### config.mk
export PLATFORM = sky130hd
export DESIGN_NAME = strio_xfer_engine
export DESIGN_NICKNAME = d
export VERILOG_FILES = /design/src/rtl/strio_pkg.sv /design/src/rtl/strio_lane_mask.sv /design/src/rtl/strio_bus_chan.sv /design/src/rtl/strio_ptr_unit.sv /design/src/rtl/strio_xfer_engine.sv
export SDC_FILE = /design/constraint.sdc
export NUM_CORES = 1
export LEC_CHECK = 0
export ABC_AREA = 1
export CORE_MARGIN = 2
export CORE_UTILIZATION = 49
export DETAILED_ROUTE_END_ITERATION = 6
export PLACE_DENSITY = 0.86
export SYNTH_ARGS = -nofsm -noshare
export SYNTH_HDL_FRONTEND = slang
export SYNTH_HIERARCHICAL = 1
export SYNTH_SLANG_ARGS = --single-unit
### constraint.sdc
create_clock -name clk -period 3.5 [get_ports clk]
set_clock_uncertainty 0.15 [all_clocks]
set_input_delay 0.7 -clock clk [delete_from_list [all_inputs] [get_ports clk]]
set_output_delay 0.7 -clock clk [all_outputs]
set_load 0.02 [all_outputs]
### src/rtl/strio_pkg.sv
package strio_pkg;

   typedef enum logic [1:0] {
      ESZ_BYTE = 2'd0,
      ESZ_HALF = 2'd1,
      ESZ_FULL = 2'd2,
      ESZ_RSVD = 2'd3
   } esz_e;

   typedef enum logic [2:0] {
      ST_IDLE   = 3'd0,
      ST_LAUNCH = 3'd1,
      ST_FIRST  = 3'd2,
      ST_SECOND = 3'd3,
      ST_DONE   = 3'd4
   } xst_e;

   // The reserved code behaves as the widest element.
   function automatic esz_e esz_norm(input logic [1:0] raw);
      case (raw)
         2'd0:    return ESZ_BYTE;
         2'd1:    return ESZ_HALF;
         default: return ESZ_FULL;
      endcase
   endfunction

   function automatic logic [2:0] esz_bytes(input esz_e sz);
      case (sz)
         ESZ_BYTE: return 3'd1;
         ESZ_HALF: return 3'd2;
         default:  return 3'd4;
      endcase
   endfunction

endpackage

### src/rtl/strio_lane_mask.sv
module strio_lane_mask
   import strio_pkg::*;
#(
   parameter int DATA_W = 32
) (
   input  logic [DATA_W-1:0] din,
   input  esz_e              sz,
   output logic [DATA_W-1:0] dout
);

   localparam int LANES = DATA_W / 8;

   if (DATA_W % 8 != 0 || DATA_W < 32) begin : g_bad_width
      $error("strio_lane_mask: DATA_W must be a multiple of 8 and at least 32");
   end

   logic [2:0] keep_n;
   assign keep_n = esz_bytes(sz);

   // Each byte lane is kept only when it lies inside the element.
   for (genvar g = 0; g < LANES; g++) begin : g_lane
      assign dout[g*8 +: 8] = (int'(keep_n) > g) ? din[g*8 +: 8] : 8'h00;
   end

endmodule

### src/rtl/strio_bus_chan.sv
module strio_bus_chan
   import strio_pkg::*;
#(
   parameter int AW     = 16,
   parameter int DATA_W = 32
) (
   input  logic              clk,
   input  logic              rst_n,
   input  logic              issue,
   input  logic [AW-1:0]     issue_addr,
   input  logic              issue_write,
   input  logic [DATA_W-1:0] issue_wdata,
   input  esz_e              issue_size,
   output logic              bus_valid,
   output logic [AW-1:0]     bus_addr,
   output logic              bus_write,
   output logic [1:0]        bus_size,
   output logic [DATA_W-1:0] bus_wdata,
   input  logic              bus_ready,
   output logic              fire
);

   if (AW < 1) begin : g_bad_aw
      $error("strio_bus_chan: AW must be positive");
   end

   assign fire = bus_valid && bus_ready;

   always_ff @(posedge clk) begin
      if (!rst_n) begin
         bus_valid <= 1'b0;
         bus_addr  <= '0;
         bus_write <= 1'b0;
         bus_size  <= 2'd0;
         bus_wdata <= '0;
      end else if (issue) begin
         bus_valid <= 1'b1;
         bus_addr  <= issue_addr;
         bus_write <= issue_write;
         bus_size  <= issue_size;
         bus_wdata <= issue_wdata;
      end else if (fire) begin
         bus_valid <= 1'b0;
      end
   end


   hold_req_chk: assert property (@(posedge clk) disable iff (!rst_n)
      bus_valid && !bus_ready |=> bus_valid && $stable(bus_addr) &&
                                  $stable(bus_write) && $stable(bus_wdata));


   issue_idle_chk: assert property (@(posedge clk) disable iff (!rst_n)
      issue |-> !bus_valid);

endmodule

### src/rtl/strio_ptr_unit.sv
module strio_ptr_unit
   import strio_pkg::*;
#(
   parameter int ADDR_W = 32,
   parameter int CNT_W  = 32
) (
   input  logic              clk,
   input  logic              rst_n,
   input  logic              load,
   input  logic [ADDR_W-1:0] load_ptr,
   input  logic [CNT_W-1:0]  load_cnt,
   input  logic              load_down,
   input  esz_e              load_size,
   input  logic              step,
   output logic [ADDR_W-1:0] ptr,
   output logic [CNT_W-1:0]  cnt,
   output logic              down,
   output esz_e              size,
   output logic              last
);

   localparam int PAD_W = ADDR_W - 3;

   if (ADDR_W < 4) begin : g_bad_aw
      $error("strio_ptr_unit: ADDR_W must be at least 4");
   end
   if (CNT_W < 1) begin : g_bad_cw
      $error("strio_ptr_unit: CNT_W must be positive");
   end

   logic [ADDR_W-1:0] delta;
   logic [ADDR_W-1:0] ptr_nxt;

   assign delta   = {{PAD_W{1'b0}}, esz_bytes(size)};
   assign ptr_nxt = down ? (ptr - delta) : (ptr + delta);
   assign last    = (cnt == {{(CNT_W-1){1'b0}}, 1'b1});

   always_ff @(posedge clk) begin
      if (!rst_n) begin
         ptr  <= '0;
         cnt  <= '0;
         down <= 1'b0;
         size <= ESZ_BYTE;
      end else if (load) begin
         ptr  <= load_ptr;
         cnt  <= load_cnt;
         down <= load_down;
         size <= load_size;
      end else if (step) begin
         ptr <= ptr_nxt;
         cnt <= cnt - 1'b1;
      end
   end


   cnt_step_chk: assert property (@(posedge clk) disable iff (!rst_n)
      step && !load |=> cnt == $past(cnt) - 1'b1);


   no_underflow_chk: assert property (@(posedge clk) disable iff (!rst_n)
      step |-> cnt != '0);


   ptr_hold_chk: assert property (@(posedge clk) disable iff (!rst_n)
      !step && !load |=> $stable(ptr) && $stable(cnt));

endmodule

### src/rtl/strio_xfer_engine.sv
module strio_xfer_engine
   import strio_pkg::*;
#(
   parameter int ADDR_W = 32,
   parameter int CNT_W  = 32,
   parameter int DATA_W = 32,
   parameter int PORT_W = 16
) (
   input  logic              clk,
   input  logic              rst_n,
   input  logic              start,
   input  logic [PORT_W-1:0] cfg_port,
   input  logic [ADDR_W-1:0] cfg_ptr,
   input  logic [CNT_W-1:0]  cfg_count,
   input  logic [1:0]        cfg_size,
   input  logic              cfg_down,
   input  logic              cfg_to_port,
   output logic              busy,
   output logic              done,
   output logic [ADDR_W-1:0] cur_ptr,
   output logic [CNT_W-1:0]  cur_count,
   output logic              port_valid,
   output logic              port_write,
   output logic [PORT_W-1:0] port_addr,
   output logic [1:0]        port_size,
   output logic [DATA_W-1:0] port_wdata,
   input  logic              port_ready,
   input  logic [DATA_W-1:0] port_rdata,
   output logic              mem_valid,
   output logic              mem_write,
   output logic [ADDR_W-1:0] mem_addr,
   output logic [1:0]        mem_size,
   output logic [DATA_W-1:0] mem_wdata,
   input  logic              mem_ready,
   input  logic [DATA_W-1:0] mem_rdata
);

   if (PORT_W < 1 || PORT_W > 32) begin : g_bad_pw
      $error("strio_xfer_engine: PORT_W out of range");
   end
   if (DATA_W < 32) begin : g_bad_dw
      $error("strio_xfer_engine: DATA_W must hold a doubleword");
   end

   xst_e              state_q, state_d;
   logic [PORT_W-1:0] port_q;
   logic              to_port_q;
   logic              accept;
   logic              last_el;
   logic              dir_q;
   esz_e              sz_q;
   logic              port_fire, mem_fire;
   logic              first_fire, second_fire;
   logic              launch, handoff, step;
   logic              port_issue, mem_issue;
   logic [DATA_W-1:0] port_rd_m, mem_rd_m;

   assign accept = (state_q == ST_IDLE) && start;

   // Which bus goes first depends on the data direction.
   assign first_fire  = to_port_q ? mem_fire  : port_fire;
   assign second_fire = to_port_q ? port_fire : mem_fire;
   assign launch      = (state_q == ST_LAUNCH);
   assign handoff     = (state_q == ST_FIRST) && first_fire;
   assign step        = (state_q == ST_SECOND) && second_fire;
   assign port_issue  = to_port_q ? handoff : launch;
   assign mem_issue   = to_port_q ? launch  : handoff;

   always_comb begin
      state_d = state_q;
      case (state_q)
         ST_IDLE:   if (start) state_d = (cfg_count == '0) ? ST_DONE : ST_LAUNCH;
         ST_LAUNCH: state_d = ST_FIRST;
         ST_FIRST:  if (first_fire) state_d = ST_SECOND;
         ST_SECOND: if (second_fire) state_d = last_el ? ST_DONE : ST_LAUNCH;
         ST_DONE:   state_d = ST_IDLE;
         default:   state_d = ST_IDLE;
      endcase
   end

   always_ff @(posedge clk) begin
      if (!rst_n) begin
         state_q   <= ST_IDLE;
         port_q    <= '0;
         to_port_q <= 1'b0;
      end else begin
         state_q <= state_d;
         if (accept) begin
            port_q    <= cfg_port;
            to_port_q <= cfg_to_port;
         end
      end
   end

   assign busy = (state_q != ST_IDLE);
   assign done = (state_q == ST_DONE);

   strio_ptr_unit #(
      .ADDR_W (ADDR_W),
      .CNT_W  (CNT_W)
   ) u_ptr (
      .clk       (clk),
      .rst_n     (rst_n),
      .load      (accept),
      .load_ptr  (cfg_ptr),
      .load_cnt  (cfg_count),
      .load_down (cfg_down),
      .load_size (esz_norm(cfg_size)),
      .step      (step),
      .ptr       (cur_ptr),
      .cnt       (cur_count),
      .down      (dir_q),
      .size      (sz_q),
      .last      (last_el)
   );

   strio_lane_mask #(.DATA_W(DATA_W)) u_mask_port (
      .din  (port_rdata),
      .sz   (sz_q),
      .dout (port_rd_m)
   );

   strio_lane_mask #(.DATA_W(DATA_W)) u_mask_mem (
      .din  (mem_rdata),
      .sz   (sz_q),
      .dout (mem_rd_m)
   );

   strio_bus_chan #(
      .AW     (PORT_W),
      .DATA_W (DATA_W)
   ) u_port_chan (
      .clk         (clk),
      .rst_n       (rst_n),
      .issue       (port_issue),
      .issue_addr  (port_q),
      .issue_write (to_port_q),
      .issue_wdata (mem_rd_m),
      .issue_size  (sz_q),
      .bus_valid   (port_valid),
      .bus_addr    (port_addr),
      .bus_write   (port_write),
      .bus_size    (port_size),
      .bus_wdata   (port_wdata),
      .bus_ready   (port_ready),
      .fire        (port_fire)
   );

   strio_bus_chan #(
      .AW     (ADDR_W),
      .DATA_W (DATA_W)
   ) u_mem_chan (
      .clk         (clk),
      .rst_n       (rst_n),
      .issue       (mem_issue),
      .issue_addr  (cur_ptr),
      .issue_write (!to_port_q),
      .issue_wdata (port_rd_m),
      .issue_size  (sz_q),
      .bus_valid   (mem_valid),
      .bus_addr    (mem_addr),
      .bus_write   (mem_write),
      .bus_size    (mem_size),
      .bus_wdata   (mem_wdata),
      .bus_ready   (mem_ready),
      .fire        (mem_fire)
   );


   one_bus_chk: assert property (@(posedge clk) disable iff (!rst_n)
      !(port_valid && mem_valid));


   port_fixed_chk: assert property (@(posedge clk) disable iff (!rst_n)
      port_valid |-> port_addr == port_q);


   zero_done_chk: assert property (@(posedge clk) disable iff (!rst_n)
      start && !busy && cfg_count == '0 |=> done && cur_count == '0);


   done_pulse_chk: assert property (@(posedge clk) disable iff (!rst_n)
      done |=> !done && !busy);


   busy_keep_chk: assert property (@(posedge clk) disable iff (!rst_n)
      busy && !done |=> busy && $stable(port_q) && $stable(to_port_q));


   idle_quiet_chk: assert property (@(posedge clk) disable iff (!rst_n)
      !busy |-> !port_valid && !mem_valid);


   done_count_chk: assert property (@(posedge clk) disable iff (!rst_n)
      done |-> cur_count == '0);

endmodule

=== Word-level counts from Yosys, hierarchy flattened ===
Cells that the tools add are included.

* Add/subtract/negate cells: 3
* Order comparisons: 4
* Equal/unequal tests: 10
* Mux-type cells: 29
* Reductions and logical operators: 15

{| class="wikitable"
|+ Operator list
! cell !! count
|-
| $mux 32 || 5
|-
| $mux 8 || 8
|-
| $add 32x3->32 || 1
|-
| $eq 32x1->1 const B || 1
|-
| $logic_not 32->1 || 1
|-
| $sub 32x1->32 const B || 1
|-
| $sub 32x3->32 || 1
|-
| $mux 3 || 5
|-
| $pmux 3 s4 || 1
|-
| $mux 1 || 8
|-
| $eq 3x2->1 const B || 2
|-
| $gt 3x1->1 const B || 2
|-
| $gt 3x2->1 const B || 2
|-
| $ne 2x2->1 const B || 3
|-
| $pmux 3 s2 || 1
|-
| $reduce_bool 2->1 || 3
|-
| $logic_and 1x1->1 || 5
|-
| $eq 2x1->1 const B || 2
|-
| $logic_not 2->1 || 2
|-
| $pmux 2 s2 || 1
|-
| $eq 3x1->1 const B || 1
|-
| $eq 3x3->1 const B || 1
|-
| $logic_not 3->1 || 1
|-
| $reduce_and 3->1 || 1
|-
| 2 further kinds || 2
|}

* Register bits after elaboration: 207
* Bits of input ports: 153
* Output and inout bits: 186
* Word-level logic and storage cells: 78

=== Depth between registers and ports, before layout ===
* Depth in word-level cells: 6
* Mapped depth: 18
* Gate-level depth less buffers: 18

=== Modules after synthesis ===
Netlist, hierarchy kept.

{| class="wikitable"
|+ By module, submodules not included
! module !! instances !! cells each !! area an instance (um^2) !! seq. area each (um^2)
|-
| strio_ptr_unit || 1 || 1011 || 5974.5 || 1341.3
|-
| strio_bus_chan at u_mem_chan || 1 || 297 || 2356.0 || 1361.3
|-
| strio_bus_chan at u_port_chan || 1 || 227 || 1831.8 || 1041.0
|-
| strio_xfer_engine || 1 || 149 || 1022.2 || 400.4
|-
| strio_lane_mask || 2 || 63 || 255.2 || 0.0
|}

=== Worst setup path after synthesis ===
No wires, ideal clock.

* Path kind: reg-to-reg
* Start: reg u_ptr.down
* End: reg u_ptr.ptr[16]
* Setup time: 0.070 ns
* Arrival: 2.431 ns
* Data required time: 3.280 ns
* Slack: 0.849 ns
* Stages on the path, launching flop included: 13
* Path buffers: 0
* Period minus slack after synthesis: 2.651 ns
* Cell sequence: dfxtp_1 o21ai_0 fa_1 inv_1 nand3_1 nand3_1 nand2_1 nand2_1 nand2_1 nand2_1 xor2_1 nand2_1 a21oi_1

* Longest elaborated chain between the ends: 3

{| class="wikitable"
|+ RTL lines
! element !! RTL line !! source
|-
| from (decl) || strio_ptr_unit.sv:17 || <nowiki>output logic down,</nowiki>
|-
| from (signal assigned) || strio_ptr_unit.sv:47 || <nowiki>down <= load_down;</nowiki>
|-
| $mux 32 || strio_ptr_unit.sv:35 || <nowiki>assign ptr_nxt = down ? (ptr - delta) : (ptr + delta);</nowiki>
|-
| $mux 32 || strio_ptr_unit.sv:49 || <nowiki>end else if (step) begin</nowiki>
|-
| $mux 32 || strio_ptr_unit.sv:44 || <nowiki>end else if (load) begin</nowiki>
|-
| to (signal assigned) || strio_ptr_unit.sv:45 || <nowiki>ptr <= load_ptr;</nowiki>
|-
| to (signal assigned) || strio_ptr_unit.sv:50 || <nowiki>ptr <= ptr_nxt;</nowiki>
|-
| to (decl) || strio_ptr_unit.sv:15 || <nowiki>output logic [ADDR_W-1:0] ptr,</nowiki>
|}

Every way passes these cells. The select of a mux whose other input is x is not followed.
A chain may end at the register's enable or synchronous reset.

=== Worst setup path in the final report ===
* Start: reg u_ptr.size[0]
* End: reg u_ptr.ptr[16]

* Longest elaborated chain between the ends: 6
* Elaborated cells on any way between the ends: 8
* Classes of those cells: add/sub (2); eq/ne (1); mux (4); reduce/logical (1)

{| class="wikitable"
|+ RTL lines
! element !! RTL line !! source
|-
| from (decl) || strio_ptr_unit.sv:18 || <nowiki>output esz_e size,</nowiki>
|-
| from (signal assigned) || strio_ptr_unit.sv:48 || <nowiki>size <= load_size;</nowiki>
|-
| $eq 2x1->1 / $logic_not 2->1 (equally long branches) || strio_pkg.sv:28 || <nowiki>case (sz)</nowiki>
|-
| $pmux 3 s2 * || strio_pkg.sv:28 ||
|-
| $add 32x3->32 / $sub 32x3->32 (equally long branches) || strio_ptr_unit.sv:35 ||
|-
| $mux 32 * || strio_ptr_unit.sv:35 ||
|-
| $mux 32 * || strio_ptr_unit.sv:49 ||
|-
| $mux 32 * || strio_ptr_unit.sv:44 ||
|}

Every way passes the cells marked *; elsewhere a longest branch is shown, timed or not. The select of a mux whose other input is x is not followed.

==> results.md <==
Clock network:
- Clock tree synthesis found a total of 207 sinks.
- The number of buffers inserted during clock tree synthesis is 24.
- The cell sitting at the root of the clock tree is a clkbuf_16.
- The number of buffers between clock root and the deepest sink is 3.
- In this run, post-CTS repair resized a total of 0 instances.
- In this run the number of H-tree levels came out at 1.
- The TritonCTS clock tree is done.
- The insertion delay of the later-clocked pin in the worst-skew pair is around 520 ps.
- The clock-pin slew of the registers on the worst-case setup and hold paths is 60 ps.
- For this design, the CTS-stage hold fixing added 0 buffers.
- The count of buffers added by post-CTS timing repair for setup is 0.

Floorplanning:
- The top-level I/O count is between 300 and 400.
- The die extent in y is 158 um.
- The core region is approximately 23000 sq um.
- In this run the horizontal extent of the chip is 158 um.
- After floorplanning, the core was divided into 56 placement rows.
- The full die area is 25100 sq um.
- The initial core utilization is around half.

STA:
- Setup repair after global routing left no endpoint under its margin.
- Measured against its own limit, the worst slew margin works out to 23.1%.
- The total setup violations reported at the end of the flow is 0.
- The worst-case hold slack is 331 ps.
- Setup total negative slack on the finished layout was measured at 0 ps.
- The number of hold-slack violations in the final timing report came to 0.
- Static timing analysis puts the maximum clock frequency at between 300 and 400 MHz.
- The minimum period implied by the final worst setup slack is 2870 ps.
- The number of slew-limit violations in the final report is 0.
- The transition at the pin with the smallest max-transition slack is approximately 1200 ps.
- Of the available clock period, the critical path in the final layout requires roughly 80%.
- After layout, the worst setup slack is 633 ps.

Global route:
- The combined global-route utilization of all metal layers is 31.0%.
- The most heavily used metal layer in global routing is met2.
- The global routing usage on met2 is 51.3%.
- The initial antenna violation count is 1.
- The residual overflow from global routing is 0.
- The met1 demand-to-capacity share in global routing is between 30% and 40%.
- In the global route stage, met3 resource usage came out at 5.61%.
- The global-route wire length before repair is 62.0 mm.
- The via count of the first global-routing pass was 12100.
- The largest net degree at the start of global routing is around 150.

Finish:
- The finished layout holds ~2400 standard cells, fillers aside.
- After the last flow step, the layout net total stands at 2292.
- The post-route netlist has under 10% of its cells at a drive strength greater than 1.
- The area added between synthesis and finish is 36.5%.
- For this run, the share of the core covered by cells in the final layout is 68.0%.
- The area taken by multi-input logic gates is between 6000 and 7000 sq um.
- The final instance area is between 15000 and 20000 sq um.
- The count of fill cells added during filler insertion is 2019.
- The sequential cell area is 4140 sq um.

Routing:
- The via density per instance is roughly 5.2.
- Once detail routing completed, the nets flagged for antenna violations numbered 0.
- After detailed routing, the number of remaining DRC violations is 0.
- After the first detailed-routing iteration, the DRC count stood at 896.
- The number of vias after detailed routing is around 13000.
- For this run, the detailed router's first-pass iteration total came to 5.
- The final routed wire length divided by cell count is 16.9 um.
- The wire length after detailed routing is 41.1 mm.

Yosys:
- The number of register bits inferred by synthesis is 207.
- During synthesis, Yosys emitted a total of 6 warnings.
- After synthesis, flip-flops and latches occupy 35.4% of the total area.
- The most used flip-flop cell after synthesis is dfxtp_1.
- The synthesized cell area is about 12000 sq um.
- Averaged over all synthesized cells, the footprint is around 6.5 sq um.
- The synthesized design contains 0 enable-type register cells.
- The post-synthesis net count is 2000.
- The post-synthesis cell type count is 49.
- For this run, asynchronously set or reset flops after synthesis account for 0%.
- The post-synthesis instance total is 1810.

Worst setup path:
- The reg-to-reg startpoint is u_ptr/size[0].
- The startpoint type of the worst setup path is a flip-flop.
- The arrival time of the worst setup path is 3150 ps.
- The maximum fanout along the worst path is 5.
- The endpoint kind of the worst setup timing path is a flip-flop.
- The most critical setup path has its startpoint at u_ptr/size[0].
- STA puts the critical path data required time at ~3800 ps.
- The worst setup path is of the reg -> reg kind.
- The worst setup slack for register-to-register paths is approximately 630 ps.

Place:
- Timing analysis after detailed placement gives a worst setup slack of about 270 ps.
- The placed cell area is 15200 sq um.
- Including well taps, the total number of placed cells is 2395.
- The count of buffers inserted at the top-level ports is 338.
- The HPWL after detailed placement is around 30 mm.
- The placer congestion estimate is between 0.9 and 1.

Flow run:
- The tool flagged a number of max-cap violations equal to 0.

Pwr:
- IR analysis of the VDD net gives a maximum drop of roughly 0.00051 V.
- The analysis attributes to cell leakage a power of around 7.6 nW.
- The total power consumption of the routed design is 11.0 mW.
- The areal power density over the cells is 688 nW/um^2.

Min path:
- The critical hold path startpoint is port_q[13].
- The path class of the tightest hold or removal check is reg -> reg.

Run status:
- The run finished with clean final reports.
==> worst max-delay path, stage by stage, from the launching register on <==
cell and delay [ps]:
dfxtp_1 340, nor2_1 170, inv_1 80, ha_1 260
inv_1 50, o21ai_0 150, fa_1 420, inv_1 160
nand3_1 90, nand3_1 140, nand2_1 70, nand2_1 140
nand2_1 70, nand2_1 80, xor2_1 220, nand2_1 80
a21oi_1 120
==> cell type report <==
| cell class | instances | share of cell area, % |
|---|---|---|
| inverters | 230 | 5.42 |
| multi-input cells | 1285 | 39.1 |
| flip-flops and latches | 207 | 26.0 |
| clock buffers | 32 | 4.40 |
| repair buffers | 354 | 22.2 |
| well taps | 319 | 2.50 |
| clock inverters | 11 | 0.423 |
| diodes | 1 | 0.0157 |
==> cell usage after synthesis (4+ instances only) <==
cell | number | area [sq um]
dfxtp_1 | 207 | 4140
o21ai_0 | 143 | 716
nor3_1 | 7 | 35.0
nor2_4 | 8 | 90.1
o21ai_1 | 17 | 85.1
xor2_1 | 16 | 140
clkbuf_2 | 6 | 30.0
nand2_2 | 7 | 43.8
nand4_1 | 13 | 81.3
o211ai_1 | 4 | 30.0
clkbuf_4 | 5 | 37.5
buf_1 | 6 | 22.5
ha_1 | 36 | 450
a31oi_1 | 23 | 144
inv_1 | 223 | 837
buf_6 | 13 | 146
a22oi_1 | 34 | 255
clkbuf_1 | 40 | 150
inv_2 | 6 | 22.5
buf_2 | 17 | 85.1
nand2_1 | 379 | 1420
xnor2_1 | 8 | 70.1
nor2_2 | 21 | 131
nand3b_1 | 5 | 37.5
nor2_1 | 407 | 1530
nand3_1 | 63 | 315
a21oi_1 | 63 | 315
==> where the power goes <==
part | internal [mW] | switching [mW]
clock network | 1.41 | 1.03
logic | 1.98 | 3.22
registers | 2.89 | 0.443
total | 6.28 | 4.69
==> final timing paths <==
kind,to,cells after the start
setup / recovery,u_ptr/ptr[16],16
hold / removal,u_port_chan/bus_addr[13],2
setup reg to reg,u_ptr/ptr[16],16
hold reg to reg,u_port_chan/bus_addr[13],2
==> sequential cells by signal, indices dropped and copies added (netlist names), 2 cells and up <==
register / cells
u_mem_chan/bus_wdata: 32
u_mem_chan/bus_addr: 32
state_q: 3
u_ptr/size: 2
u_port_chan/bus_size: 2
u_ptr/cnt: 32
u_port_chan/bus_addr: 16
u_mem_chan/bus_size: 2
u_port_chan/bus_wdata: 32
u_ptr/ptr: 32
port_q: 16
==> per-layer routing <==
layer | part of all wire [%] | up-vias
li1 | - | 6278
met1 | 42 | 5833
met2 | 45 | 569
met3 | 7.9 | 111
met4 | 4.7 | 0
met5 | 0 | -
==> kinds of logic (layout without fill, tap and decap cells) <==
family | after synthesis | after routing | synth area share, %
AND/OR/NAND/NOR | 926 | 926 | 33.1
adder cells (fa/ha/maj) | 37 | 37 | 4.02
XOR/XNOR | 24 | 24 | 1.80
AO/OA/AOI/OAI | 298 | 298 | 14.2
other | 0 | 1 | 0
flip-flops | 207 | 207 | 35.4
buffers and inverters | 318 | 627 | 11.5
==> placed cells by master (no fill, tap or decap), types with 16 or more instances in the layout <==
cell type	count
nor2_1	406
nand2_1	379
clkdlybuf4s50_1	337
inv_1	223
dfxtp_1	207
o21ai_0	143
a21oi_1	63
nand3_1	63
ha_1	36
a22oi_1	34
clkbuf_16	25
a31oi_1	23
nor2_2	20
o21ai_1	17
xor2_1	16
Note: power is estimated with default switching activity, not from simulation.
